`config.mk`:
```
export PLATFORM = sky130hd
export DESIGN_NAME = tlbp_pair_tlb
export DESIGN_NICKNAME = d
export VERILOG_FILES = /design/src/rtl/tlbp_pkg.sv /design/src/rtl/tlbp_match_bank.sv /design/src/rtl/tlbp_first_hit.sv /design/src/rtl/tlbp_rr_ptr.sv /design/src/rtl/tlbp_pair_tlb.sv
export SDC_FILE = /design/constraint.sdc
export NUM_CORES = 2
export LEC_CHECK = 0
export CELL_PAD_IN_SITES_DETAIL_PLACEMENT = 2
export CELL_PAD_IN_SITES_GLOBAL_PLACEMENT = 2
export CORE_MARGIN = 2
export CORE_UTILIZATION = 39
export CTS_BUF_LIST = sky130_fd_sc_hd__clkbuf_16
export DETAILED_ROUTE_END_ITERATION = 12
export GPL_TIMING_DRIVEN = 0
export MAX_ROUTING_LAYER = met4
export PLACE_DENSITY_LB_ADDON = 0.1
export SYNTH_ARGS = -nofsm -noshare
export SYNTH_HDL_FRONTEND = slang
export SYNTH_SLANG_ARGS = --single-unit
```
`constraint.sdc`:
```
create_clock -name clk -period 7.2 [get_ports clk]
set_input_delay 0.72 -clock clk [delete_from_list [all_inputs] [get_ports clk]]
set_output_delay 0.72 -clock clk [all_outputs]
set_load 0.02 [all_outputs]
```
`src/rtl/tlbp_pkg.sv`:
```
package tlbp_pkg;

    localparam int VPN_W       = 19;
    localparam int ASID_W      = 8;
    localparam int PFN_W       = 20;
    localparam int ATTR_W      = 3;
    localparam int WORD_W      = 32;
    localparam int TAG_SHIFT   = 11;
    localparam int FRAME_SHIFT = 6;
    localparam int ATTR_SHIFT  = 3;

    typedef struct packed {
        logic [PFN_W-1:0]  pfn;
        logic [ATTR_W-1:0] attr;
        logic              dirty;
        logic              valid;
    } frame_t;

    typedef struct packed {
        logic [VPN_W-1:0]  vpn;
        logic [ASID_W-1:0] asid;
        logic [VPN_W-1:0]  mask;
        logic              glob;
        frame_t            even;
        frame_t            odd;
    } slot_t;

    function automatic logic [WORD_W-1:0] pack_frame(input frame_t f, input logic g);
        logic [WORD_W-1:0] w;
        w = '0;
        w[FRAME_SHIFT +: PFN_W]  = f.pfn;
        w[ATTR_SHIFT +: ATTR_W]  = f.attr;
        w[2]                     = f.dirty;
        w[1]                     = f.valid;
        w[0]                     = g;
        return w;
    endfunction

    function automatic logic [WORD_W-1:0] pack_tag(input logic [VPN_W-1:0] v,
                                                   input logic [ASID_W-1:0] a);
        logic [WORD_W-1:0] w;
        w = '0;
        w[TAG_SHIFT +: VPN_W] = v;
        w[0 +: ASID_W]        = a;
        return w;
    endfunction

    function automatic logic [WORD_W-1:0] pack_mask(input logic [VPN_W-1:0] m);
        logic [WORD_W-1:0] w;
        w = '0;
        w[TAG_SHIFT +: VPN_W] = m;
        return w;
    endfunction

endpackage

```
`src/rtl/tlbp_match_bank.sv`:
```
module tlbp_match_bank
    import tlbp_pkg::*;
#(
    parameter int ENTRIES = 8
) (
    input  slot_t [ENTRIES-1:0] slots,
    input  logic [VPN_W-1:0]    key_vpn,
    input  logic [ASID_W-1:0]   key_asid,
    output logic [ENTRIES-1:0]  hits
);

    for (genvar g = 0; g < ENTRIES; g++) begin : g_cmp
        logic page_eq;
        logic id_eq;
        logic present;
        assign page_eq = (((key_vpn ^ slots[g].vpn) & ~slots[g].mask) == '0);
        assign id_eq   = slots[g].glob || (key_asid == slots[g].asid);
        assign present = slots[g].even.valid || slots[g].odd.valid;
        assign hits[g] = page_eq && id_eq && present;
    end

endmodule

```
`src/rtl/tlbp_first_hit.sv`:
```
module tlbp_first_hit #(
    parameter int ENTRIES = 8,
    parameter int IDX_W   = 3
) (
    input  logic [ENTRIES-1:0] hits,
    output logic               found,
    output logic [IDX_W-1:0]   idx
);

    always_comb begin
        found = 1'b0;
        idx   = '0;
        for (int i = ENTRIES - 1; i >= 0; i--) begin
            if (hits[i]) begin
                found = 1'b1;
                idx   = i[IDX_W-1:0];
            end
        end
    end

endmodule

```
`src/rtl/tlbp_rr_ptr.sv`:
```
module tlbp_rr_ptr #(
    parameter int ENTRIES = 8,
    parameter int IDX_W   = 3
) (
    input  logic             clk,
    input  logic             rst_n,
    input  logic             clear,
    input  logic             adv,
    output logic [IDX_W-1:0] ptr
);

    localparam logic [IDX_W-1:0] LAST = IDX_W'(ENTRIES - 1);

    always_ff @(posedge clk) begin
        if (!rst_n) begin
            ptr <= '0;
        end else if (clear) begin
            ptr <= '0;
        end else if (adv) begin
            ptr <= (ptr == LAST) ? '0 : ptr + 1'b1;
        end
    end

endmodule

```
`src/rtl/tlbp_pair_tlb.sv`:
```
module tlbp_pair_tlb
    import tlbp_pkg::*;
#(
    parameter  int ENTRIES = 8,
    localparam int IDX_W   = (ENTRIES > 1) ? $clog2(ENTRIES) : 1,
    localparam int WIDX_W  = IDX_W + 1
) (
    input  logic              clk,
    input  logic              rst_n,
    input  logic              flush,
    input  logic [VPN_W-1:0]  lk_vpn,
    input  logic [ASID_W-1:0] lk_asid,
    output logic              lk_hit,
    output logic [IDX_W-1:0]  lk_idx,
    output logic [WORD_W-1:0] lk_lo0,
    output logic [WORD_W-1:0] lk_lo1,
    input  logic [VPN_W-1:0]  pr_vpn,
    input  logic [ASID_W-1:0] pr_asid,
    output logic              pr_miss,
    output logic [WIDX_W-1:0] pr_result,
    input  logic              wr_en,
    input  logic [WIDX_W-1:0] wr_idx,
    input  logic [VPN_W-1:0]  wr_vpn,
    input  logic [ASID_W-1:0] wr_asid,
    input  logic [VPN_W-1:0]  wr_mask,
    input  logic              wr_global,
    input  logic [PFN_W-1:0]  wr_pfn0,
    input  logic [ATTR_W-1:0] wr_attr0,
    input  logic              wr_dirty0,
    input  logic              wr_valid0,
    input  logic [PFN_W-1:0]  wr_pfn1,
    input  logic [ATTR_W-1:0] wr_attr1,
    input  logic              wr_dirty1,
    input  logic              wr_valid1,
    input  logic [IDX_W-1:0]  rd_idx,
    output logic [WORD_W-1:0] rd_lo0,
    output logic [WORD_W-1:0] rd_lo1,
    output logic [WORD_W-1:0] rd_hi,
    output logic [WORD_W-1:0] rd_mask,
    input  logic              rp_adv,
    output logic [IDX_W-1:0]  rp_idx
);

    localparam logic [WIDX_W-1:0] SLOT_CNT = WIDX_W'(ENTRIES);

    slot_t [ENTRIES-1:0] slot_q;
    slot_t               wr_slot;
    logic                wr_ok;

    assign wr_slot.vpn        = wr_vpn;
    assign wr_slot.asid       = wr_asid;
    assign wr_slot.mask       = wr_mask;
    assign wr_slot.glob       = wr_global;
    assign wr_slot.even.pfn   = wr_pfn0;
    assign wr_slot.even.attr  = wr_attr0;
    assign wr_slot.even.dirty = wr_dirty0;
    assign wr_slot.even.valid = wr_valid0;
    assign wr_slot.odd.pfn    = wr_pfn1;
    assign wr_slot.odd.attr   = wr_attr1;
    assign wr_slot.odd.dirty  = wr_dirty1;
    assign wr_slot.odd.valid  = wr_valid1;

    assign wr_ok = wr_en && (wr_idx < SLOT_CNT);

    // Slot storage: flush dominates, out-of-range loads drop
    always_ff @(posedge clk) begin
        if (!rst_n) begin
            slot_q <= '0;
        end else if (flush) begin
            slot_q <= '0;
        end else if (wr_ok) begin
            slot_q[wr_idx[IDX_W-1:0]] <= wr_slot;
        end
    end

    // Translate path
    logic [ENTRIES-1:0] lk_hits;
    logic               lk_found;
    logic [IDX_W-1:0]   lk_win;

    tlbp_match_bank #(.ENTRIES(ENTRIES)) u_lk_bank (
        .slots    (slot_q),
        .key_vpn  (lk_vpn),
        .key_asid (lk_asid),
        .hits     (lk_hits)
    );

    tlbp_first_hit #(.ENTRIES(ENTRIES), .IDX_W(IDX_W)) u_lk_pick (
        .hits  (lk_hits),
        .found (lk_found),
        .idx   (lk_win)
    );

    slot_t lk_sel;
    assign lk_sel = slot_q[lk_win];

    always_ff @(posedge clk) begin
        if (!rst_n) begin
            lk_hit <= 1'b0;
            lk_idx <= '0;
            lk_lo0 <= '0;
            lk_lo1 <= '0;
        end else begin
            lk_hit <= lk_found;
            lk_idx <= lk_found ? lk_win : '0;
            lk_lo0 <= lk_found ? pack_frame(lk_sel.even, lk_sel.glob) : '0;
            lk_lo1 <= lk_found ? pack_frame(lk_sel.odd, lk_sel.glob) : '0;
        end
    end

    // Search path
    logic [ENTRIES-1:0] pr_hits;
    logic               pr_found;
    logic [IDX_W-1:0]   pr_win;

    tlbp_match_bank #(.ENTRIES(ENTRIES)) u_pr_bank (
        .slots    (slot_q),
        .key_vpn  (pr_vpn),
        .key_asid (pr_asid),
        .hits     (pr_hits)
    );

    tlbp_first_hit #(.ENTRIES(ENTRIES), .IDX_W(IDX_W)) u_pr_pick (
        .hits  (pr_hits),
        .found (pr_found),
        .idx   (pr_win)
    );

    always_ff @(posedge clk) begin
        if (!rst_n) begin
            pr_miss   <= 1'b1;
            pr_result <= '1;
        end else begin
            pr_miss   <= !pr_found;
            pr_result <= pr_found ? {1'b0, pr_win} : '1;
        end
    end

    // Indexed read-back
    logic  rd_ok;
    slot_t rd_sel;
    assign rd_ok  = ({1'b0, rd_idx} < SLOT_CNT);
    assign rd_sel = slot_q[rd_idx];

    always_ff @(posedge clk) begin
        if (!rst_n) begin
            rd_lo0  <= '0;
            rd_lo1  <= '0;
            rd_hi   <= '0;
            rd_mask <= '0;
        end else if (rd_ok) begin
            rd_lo0  <= pack_frame(rd_sel.even, rd_sel.glob);
            rd_lo1  <= pack_frame(rd_sel.odd, rd_sel.glob);
            rd_hi   <= pack_tag(rd_sel.vpn, rd_sel.asid);
            rd_mask <= pack_mask(rd_sel.mask);
        end else begin
            rd_lo0  <= '0;
            rd_lo1  <= '0;
            rd_hi   <= '0;
            rd_mask <= '0;
        end
    end

    // Victim pointer
    tlbp_rr_ptr #(.ENTRIES(ENTRIES), .IDX_W(IDX_W)) u_rr (
        .clk   (clk),
        .rst_n (rst_n),
        .clear (flush),
        .adv   (rp_adv),
        .ptr   (rp_idx)
    );

endmodule

```
After elaboration in Yosys (flattened, before gate mapping). Index checks and enable logic that the tools add are counted.

Bitwise gates (word level): 41. Reduce and logical (&&, ||, !) cells: 78. Eq/ne operators: 17. Order comparisons: 5. $add $sub $neg: 1. Multiplexer cells: 41.

Operators with widths (number): $bwmux 776 (1); $bmux 97 s3 (2); $and 19x19->19 (16); $logic_not 19->1 (16); $xor 19x19->19 (16); $demux 97 s3 (1); $mux 97 (2); $not 19->19 (8); $eq 8x8->1 (16); $mux 3 (17); $mux 51 (1); $logic_and 1x1->1 (34); $logic_or 1x1->1 (24); $mux 1 (16); $lt 3x4->1 const B (3); $lt 4x4->1 const B (1); $mux 4 (1); $reduce_and 2->1 (2); $add 3x1->3 const B (1); $eq 3x3->1 const B (1); $ge 3x1->1 const B (1); $reduce_or 2->1 (1); $logic_not 1->1 (1); $not 1->1 (1).

Register bits: 980. Bits of input ports: 163. Output and inout bits: 204. Word-level logic and storage cells: 297.

Logic depth before layout (Yosys ltp).
Word-level depth: 15. Mapped depth: 12. Mapped depth without buffers: 9.

By module. A second synthesis with hierarchy kept.

Cells, all modules: 5520. Area, all modules: 48865.6 um^2.

Modules (own cells, without submodules): tlbp_pair_tlb (cells each 4711, instances 1, seq. area each 18657.9 um^2, area each 42474.5 um^2); tlbp_match_bank (cells each 385, instances 2, seq. area each 0.0 um^2, area each 3044.2 um^2); tlbp_first_hit (cells each 13, instances 2, seq. area each 0.0 um^2, area each 80.1 um^2); tlbp_rr_ptr (cells each 13, instances 1, seq. area each 60.1 um^2, area each 142.6 um^2).

Worst setup path after synthesis. No wires, ideal clock.

Path type: in2reg. Start point: in lk_vpn[8]. End point: reg lk_lo0[16]. Arrival: 2608 ps. Buffers on the path: 3. Slack: 4463 ps. Required time: 7071 ps. Stages: 11. Library setup time: 129 ps. Cells stage by stage: buf_4 > xnor2_1 > o22ai_1 > or4_1 > nor3_2 > a31oi_1 > and3_4 > buf_6 > buf_6 > a221oi_1 > mux2i_1.

Longest elaborated chain between the ends: 15. Elaborated cells on any way between the ends: 59. Those cells by class: mux: 18; bitwise: 16; reduce/logical: 25.

RTL lines: start, declared (RTL line tlbp_pair_tlb.sv:11) `input logic [VPN_W-1:0] lk_vpn,`; $xor 19x19->19 (RTL line tlbp_match_bank.sv:16) `assign page_eq = (((key_vpn ^ slots[g].vpn) & ~slots[g].mask) == '0);`; $and 19x19->19 (RTL line tlbp_match_bank.sv:16); $logic_not 19->1 (RTL line tlbp_match_bank.sv:16); $logic_and 1x1->1 (2 in series) (RTL line tlbp_match_bank.sv:19) `assign hits[g] = page_eq && id_eq && present;`; $mux 3 (8 in series) (RTL line tlbp_first_hit.sv:14) `if (hits[i]) begin`; $bmux 97 s3 (RTL line tlbp_pair_tlb.sv:95) `assign lk_sel = slot_q[lk_win];`; $mux 51 (implied by the code) (RTL line tlbp_pair_tlb.sv:95); end signal, assigned (RTL line tlbp_pair_tlb.sv:106) `lk_lo0 <= lk_found ? pack_frame(lk_sel.even, lk_sel.glob) : '0;`; end, declared (RTL line tlbp_pair_tlb.sv:15) `output logic [WORD_W-1:0] lk_lo0,`.

Several ways; a longest one is shown, not always the timed one. The select of a mux whose other input is x is not followed. A chain may end at the register's enable or synchronous reset.

Worst setup path after layout.
Start point: reg slot_q[756] (netlist name). End point: reg lk_lo0[0].

Longest elaborated chain between the ends: 14. Elaborated cells on any way between the ends: 23. Those cells by class: eq/ne: 1; mux: 18; reduce/logical: 4.

RTL lines: start, declared (RTL line tlbp_pair_tlb.sv:46) `slot_t [ENTRIES-1:0] slot_q;`; start signal, assigned by index (RTL line tlbp_pair_tlb.sv:72) `slot_q[wr_idx[IDX_W-1:0]] <= wr_slot;`; $eq 8x8->1 * (RTL line tlbp_match_bank.sv:17) `assign id_eq = slots[g].glob || (key_asid == slots[g].asid);`; $logic_or 1x1->1 * (RTL line tlbp_match_bank.sv:17); $logic_and 1x1->1 * (2 in series) (RTL line tlbp_match_bank.sv:19); $mux 3 (8 in series) (RTL line tlbp_first_hit.sv:14); $bmux 97 s3 (RTL line tlbp_pair_tlb.sv:95); $mux 51 (implied by the code) (RTL line tlbp_pair_tlb.sv:95).

Mark *: on every way between the ends. The rest lies on a longest branch, timed or not. The select of a mux whose other input is x is not followed.

==> flow_results.org <==
** Global routing
- The total overflow left after global routing is 0.
- Vias in the first global route :: between 40k and 50k
- GRT Overall Usage :: 44.6%
- Wire length of the first global-routing pass :: 371000 µm
- Entering global routing, the biggest net connects 16 pins.
- The number of antenna violations at the first check in global routing came to 28.

** Setup path
- Critical Path AT :: 5.35 ns
- STA classifies the critical path startpoint as a flip-flop.
- The worst setup path is of the flip-flop to flip-flop kind.
- The worst register-to-register path has a setup slack of 2.43 ns.
- Required time reported for the critical path endpoint :: 7.78 ns
- The largest single stage delay on the critical path is 0.80 ns.
- The worst register-to-register path begins at slot_q[756].
- The number of cells on the worst reg-to-reg path is 10.
- The largest individual stage delay along the critical path comes from the cell sky130_fd_sc_hd__dfxtp_1.
- Critical path startpoint :: slot_q[756]
- Capturing point of the worst reg2reg path :: lk_lo0[0]
- Maximum fanout along the worst path :: 10
- The critical path goes through xor2_1, nor4_1, a21oi_1, and4b_1, a21oi_1, o21bai_1, a22o_1, buf_4, buf_4, mux2i_1.
- The worst setup path is captured at a flip-flop.

** Synth
- During synthesis, Yosys emitted a total of 0 warnings.
- Post-synthesis share of cell area spent on xor and xnor gates :: roughly 8.3%
- The synthesized netlist devotes between 15 and 20% of its cell area to compound gates.
- Counting every instance in the synthesized netlist gives 5312.
- Mean post-synth cell area :: 8.62 µm²
- After synthesis, the largest family of logic cells by area is simple AND/OR/NAND/NOR gates.
- After synthesis the cells add up to 45800 µm².
- Sequential element share of the synthesized area :: between 40% and 50%
- The netlist uses 52 different library cells.
- Number of enable flip-flop cells after synthesis :: 0
- Share of async-settable or async-resettable flops after synthesis :: 0%
- Commonest register cell after synthesis :: sky130_fd_sc_hd__dfxtp_1
- In the synthesized netlist, mux cells make up between 10% and 20% of the area.
- After Yosys synthesis, full adders, half adders and majority gates account for 0.0546% of the synthesized area.
- In this run, synthesis produced a sequential element count of 935.
- Of the total synthesized cell area, the portion taken by AND, OR, NAND and NOR gates is between 10% and 20%.

** STA
- Post-layout minimum cycle time :: 4.77 ns
- Setup TNS after final layout :: 0 ns
- Final number of hold-violating endpoints :: 0
- Crit path setup slack, layout :: about 2.4 ns
- The final critical path takes up approximately two thirds of the cycle.
- Setup repair after global routing left no endpoint under its margin.
- F_max :: around 210 MHz
- The max-slew violation count was 40.
- Fin Clk Skew :: 0.0607 ns
- Setup violations remaining at the end of the flow were counted as 0.
- Measured against its own limit, the worst slew margin works out to -7.24%.
- At the pin with the least slew margin, the transition time is 1.61 ns.

** Layout
- Layout area overhead :: 16.6%
- Nets@finish :: 5803
- Leaving out filler cells and counting taps, the final layout contains 7280.
- Cells with a size suffix above 1 make up 11.4% of the layout.
- Once layout is done, the placed cells without fillers occupy around 53000 µm².

** Drt
- The first TritonRoute pass finished after 5 iterations.
- Ratio of routed vias to standard cells :: 6.28
- After the first detailed-routing iteration, the DRC count stood at roughly 4.7k.
- In the routed design, unresolved DRC markers number 0.
- Count of antenna-violating nets left after detailed routing :: 0
- In the final routed layout, each cell accounts on average for 36.7 µm.
- The detailed router placed between 40k and 50k vias in this run.
- Routed WL :: between 200000 and 300000 µm

** CTS
- Buffer levels on the longest clock path :: 3
- Clock-pin slew reported for the worst setup and hold paths after clock tree synthesis :: 0.07 ns
- Clock network latency to the later pin of the worst-skew pair :: slightly below 0.8 ns
- CTS saw ~940 sinks.
- Clock tree from TritonCTS :: done
- Buffers inserted to repair hold after CTS numbered 0.
- Gates resized during post-CTS repair numbered 0.
- The tree is rooted in a sky130_fd_sc_hd__clkbuf_16.
- CTS built an H-tree with a depth of 3.
- Setup Fix Bufs, Post-CTS :: 0
- In this run, CTS created clock tree buffers numbering between 100 and 150.

** Pwr
- Total power consumption of the routed design :: 12100 µW
- The worst-case IR drop observed on VDD is between 150 and 200 µV.
- Power spread over the standard cell area amounts to 227 nW/µm².
- Leak Pwr :: 0.0168 µW

** Floorplan
- Row Count :: roughly 130
- Die width :: around 350 µm
- In this run the vertical extent of the chip is 347 µm.
- The initial utilization of the core area, before any placement, comes to 39.4%.
- IO Pins :: ~370
- The region available for standard cell placement spans 116000 µm².
- The die covers 120000 µm².

** Place
- OpenSTA, run right after detailed placement, puts the worst setup slack at 1.99 ns.
- Detailed placement HPWL :: 200000 µm
- Post-placement cell count :: slightly above 7k
- In this run the cell area measured after placement is 49600 µm².
- Final RePlAce weighted congestion :: roughly 1.1
- Port Buffers :: 170

** Outcome
- Failing checks :: max-capacitance violations, max-slew violations
- The flow ran to the end, but the final reports show violations.

** Worst hold path
- Counting instances, the worst hold path has a depth of 3.
- In this run the most critical hold path is launched from wr_attr1[2].
- End of the worst hold path :: slot_q[392]
- Hold Path Class :: input pin to flip-flop

** Job
- Across the run, the number of max-cap violations was 4.
==> worst max-delay path by stage <==
stage                     slack [ns]  depth (start not counted)     endpoint
after global placement          1.80                          7  slot_q[471]
after CTS                       2.74                         10    lk_lo0[0]
after floorplan                 4.46                         11   lk_lo0[16]
after detailed placement        1.99                          7  rd_mask[23]
after global routing            2.44                         10    lk_lo0[0]
final                           2.43                         10    lk_lo0[0]
==> layout make-up <==
cell class | count | area (µm²)
inverters | 2 | 7.51
repair buffers | 176 | 1780
diodes | 26 | 65.1
multi-input cells | 3851 | 24300
fillers | 12700 | 63000
clock inverters | 91 | 902
flip-flops and latches | 935 | 18700
well taps | 1524 | 1910
clock buffers | 110 | 2750
plain buffers | 565 | 3010
==> synth_stat cells (all sizes together) (2+ instances only) <==
master   number  area [µm²]
nand2      1562        5860
dfxtp       935       18700
a21oi       786        3930
xnor2       384        3400
clkbuf      283        1060
buf         282        1930
mux4        194        4370
o22ai       169        1060
nor2        168         631
mux2i       151        1510
a22o        103         902
a221oi      102        1030
xor2         48         420
nor4         43         269
nand4        20         125
nor3         13        80.1
o21ai         9        45.0
nand3         7        35.0
or4           6        45.0
nand3b        5        37.5
nor3b         5        37.5
and3          4        35.0
o21bai        4        30.0
and2          3        18.8
and3b         2        17.5
and4b         2        20.0
ha            2        25.0
inv           2        7.50
nand2b        2        12.5
o2111ai       2        17.5
o221ai        2        17.5
==> metrics by stage <==
| stage | utilization, % | hold WS [ns] |
|---|---|---|
| 3_3_place_gp | 42.6 | 0.453 |
| 5_1_grt | 45.9 | 0.267 |
| 4_1_cts | 45.8 | 0.243 |
| 3_5_place_dp | 42.7 | 0.464 |
| 6_report | 45.9 | 0.264 |
| 2_1_floorplan | - | 0.446 |
==> power by group <==
group          leakage [µW]  total [µW]  internal (µW)  switching (µW)
combinational       0.00742        1010            296             715
clock               0.00186        5870           3350            2530
sequential          0.00753        5230           5190            39.9
==> kinds of logic after synthesis <==
kind of cell | count (synthesis)
buffers and inverters | 567
AND/OR/NAND/NOR | 1846
flip-flops | 935
XOR/XNOR | 432
adder cells (fa/ha/maj) | 2
AO/OA/AOI/OAI | 1184
multiplexers | 345
other | 1
==> layer usage <==
layer,GRT usage [%],up-vias,wire length [µm]
met5,-,-,0
met4,30.7,0,21900
met3,9.64,831,21400
met2,69.6,2492,122000
met1,51.3,23500,102000
li1,-,18900,-
==> critical path, delay by kind of cell (launching register included) <==
kind                      cells  cell delay, ns
xor gates and xnor gates      1            0.15
buffers and inverters         2            0.51
DFF                           1            0.80
AOI/OAI and AO/OA             4            1.32
muxes                         1            0.65
and+or+nand+nor               2            1.14
==> registers in the layout, indices dropped and copies added (netlist names) <==
signal,flops
lk_hit,1
lk_idx,3
lk_lo0,26
lk_lo1,25
pr_miss,1
pr_result,3
rd_hi,27
rd_lo0,26
rd_lo1,25
rd_mask,19
slot_q,776
u_rr.ptr,3
==> placed cells by master, fill, tap and decap left out, types with 20 or more instances in the layout <==
cell type                         netlist  routed
sky130_fd_sc_hd__nand2_1             1562    1562
sky130_fd_sc_hd__dfxtp_1              935     935
sky130_fd_sc_hd__a21oi_1              786     786
sky130_fd_sc_hd__xnor2_1              379     379
sky130_fd_sc_hd__clkbuf_1             283     272
sky130_fd_sc_hd__mux4_2               194     194
sky130_fd_sc_hd__buf_4                171     171
sky130_fd_sc_hd__clkdlybuf4s50_1        0     170
sky130_fd_sc_hd__o22ai_1              169     169
sky130_fd_sc_hd__nor2_1               168     168
sky130_fd_sc_hd__mux2i_1              151     151
sky130_fd_sc_hd__clkbuf_16              0     110
sky130_fd_sc_hd__a22o_1               103     103
sky130_fd_sc_hd__a221oi_1              80      80
sky130_fd_sc_hd__xor2_1                48      48
sky130_fd_sc_hd__buf_1                 46      45
sky130_fd_sc_hd__nor4_1                43      43
sky130_fd_sc_hd__conb_1                 1      42
sky130_fd_sc_hd__buf_2                 41      41
sky130_fd_sc_hd__buf_6                 24      27
sky130_fd_sc_hd__clkinv_2               0      27
sky130_fd_sc_hd__diode_2                0      26
sky130_fd_sc_hd__a221oi_2              22      22
sky130_fd_sc_hd__clkinv_1               0      21
sky130_fd_sc_hd__nand4_1               20      20
No activity file was read; power rests on OpenSTA's default activity.
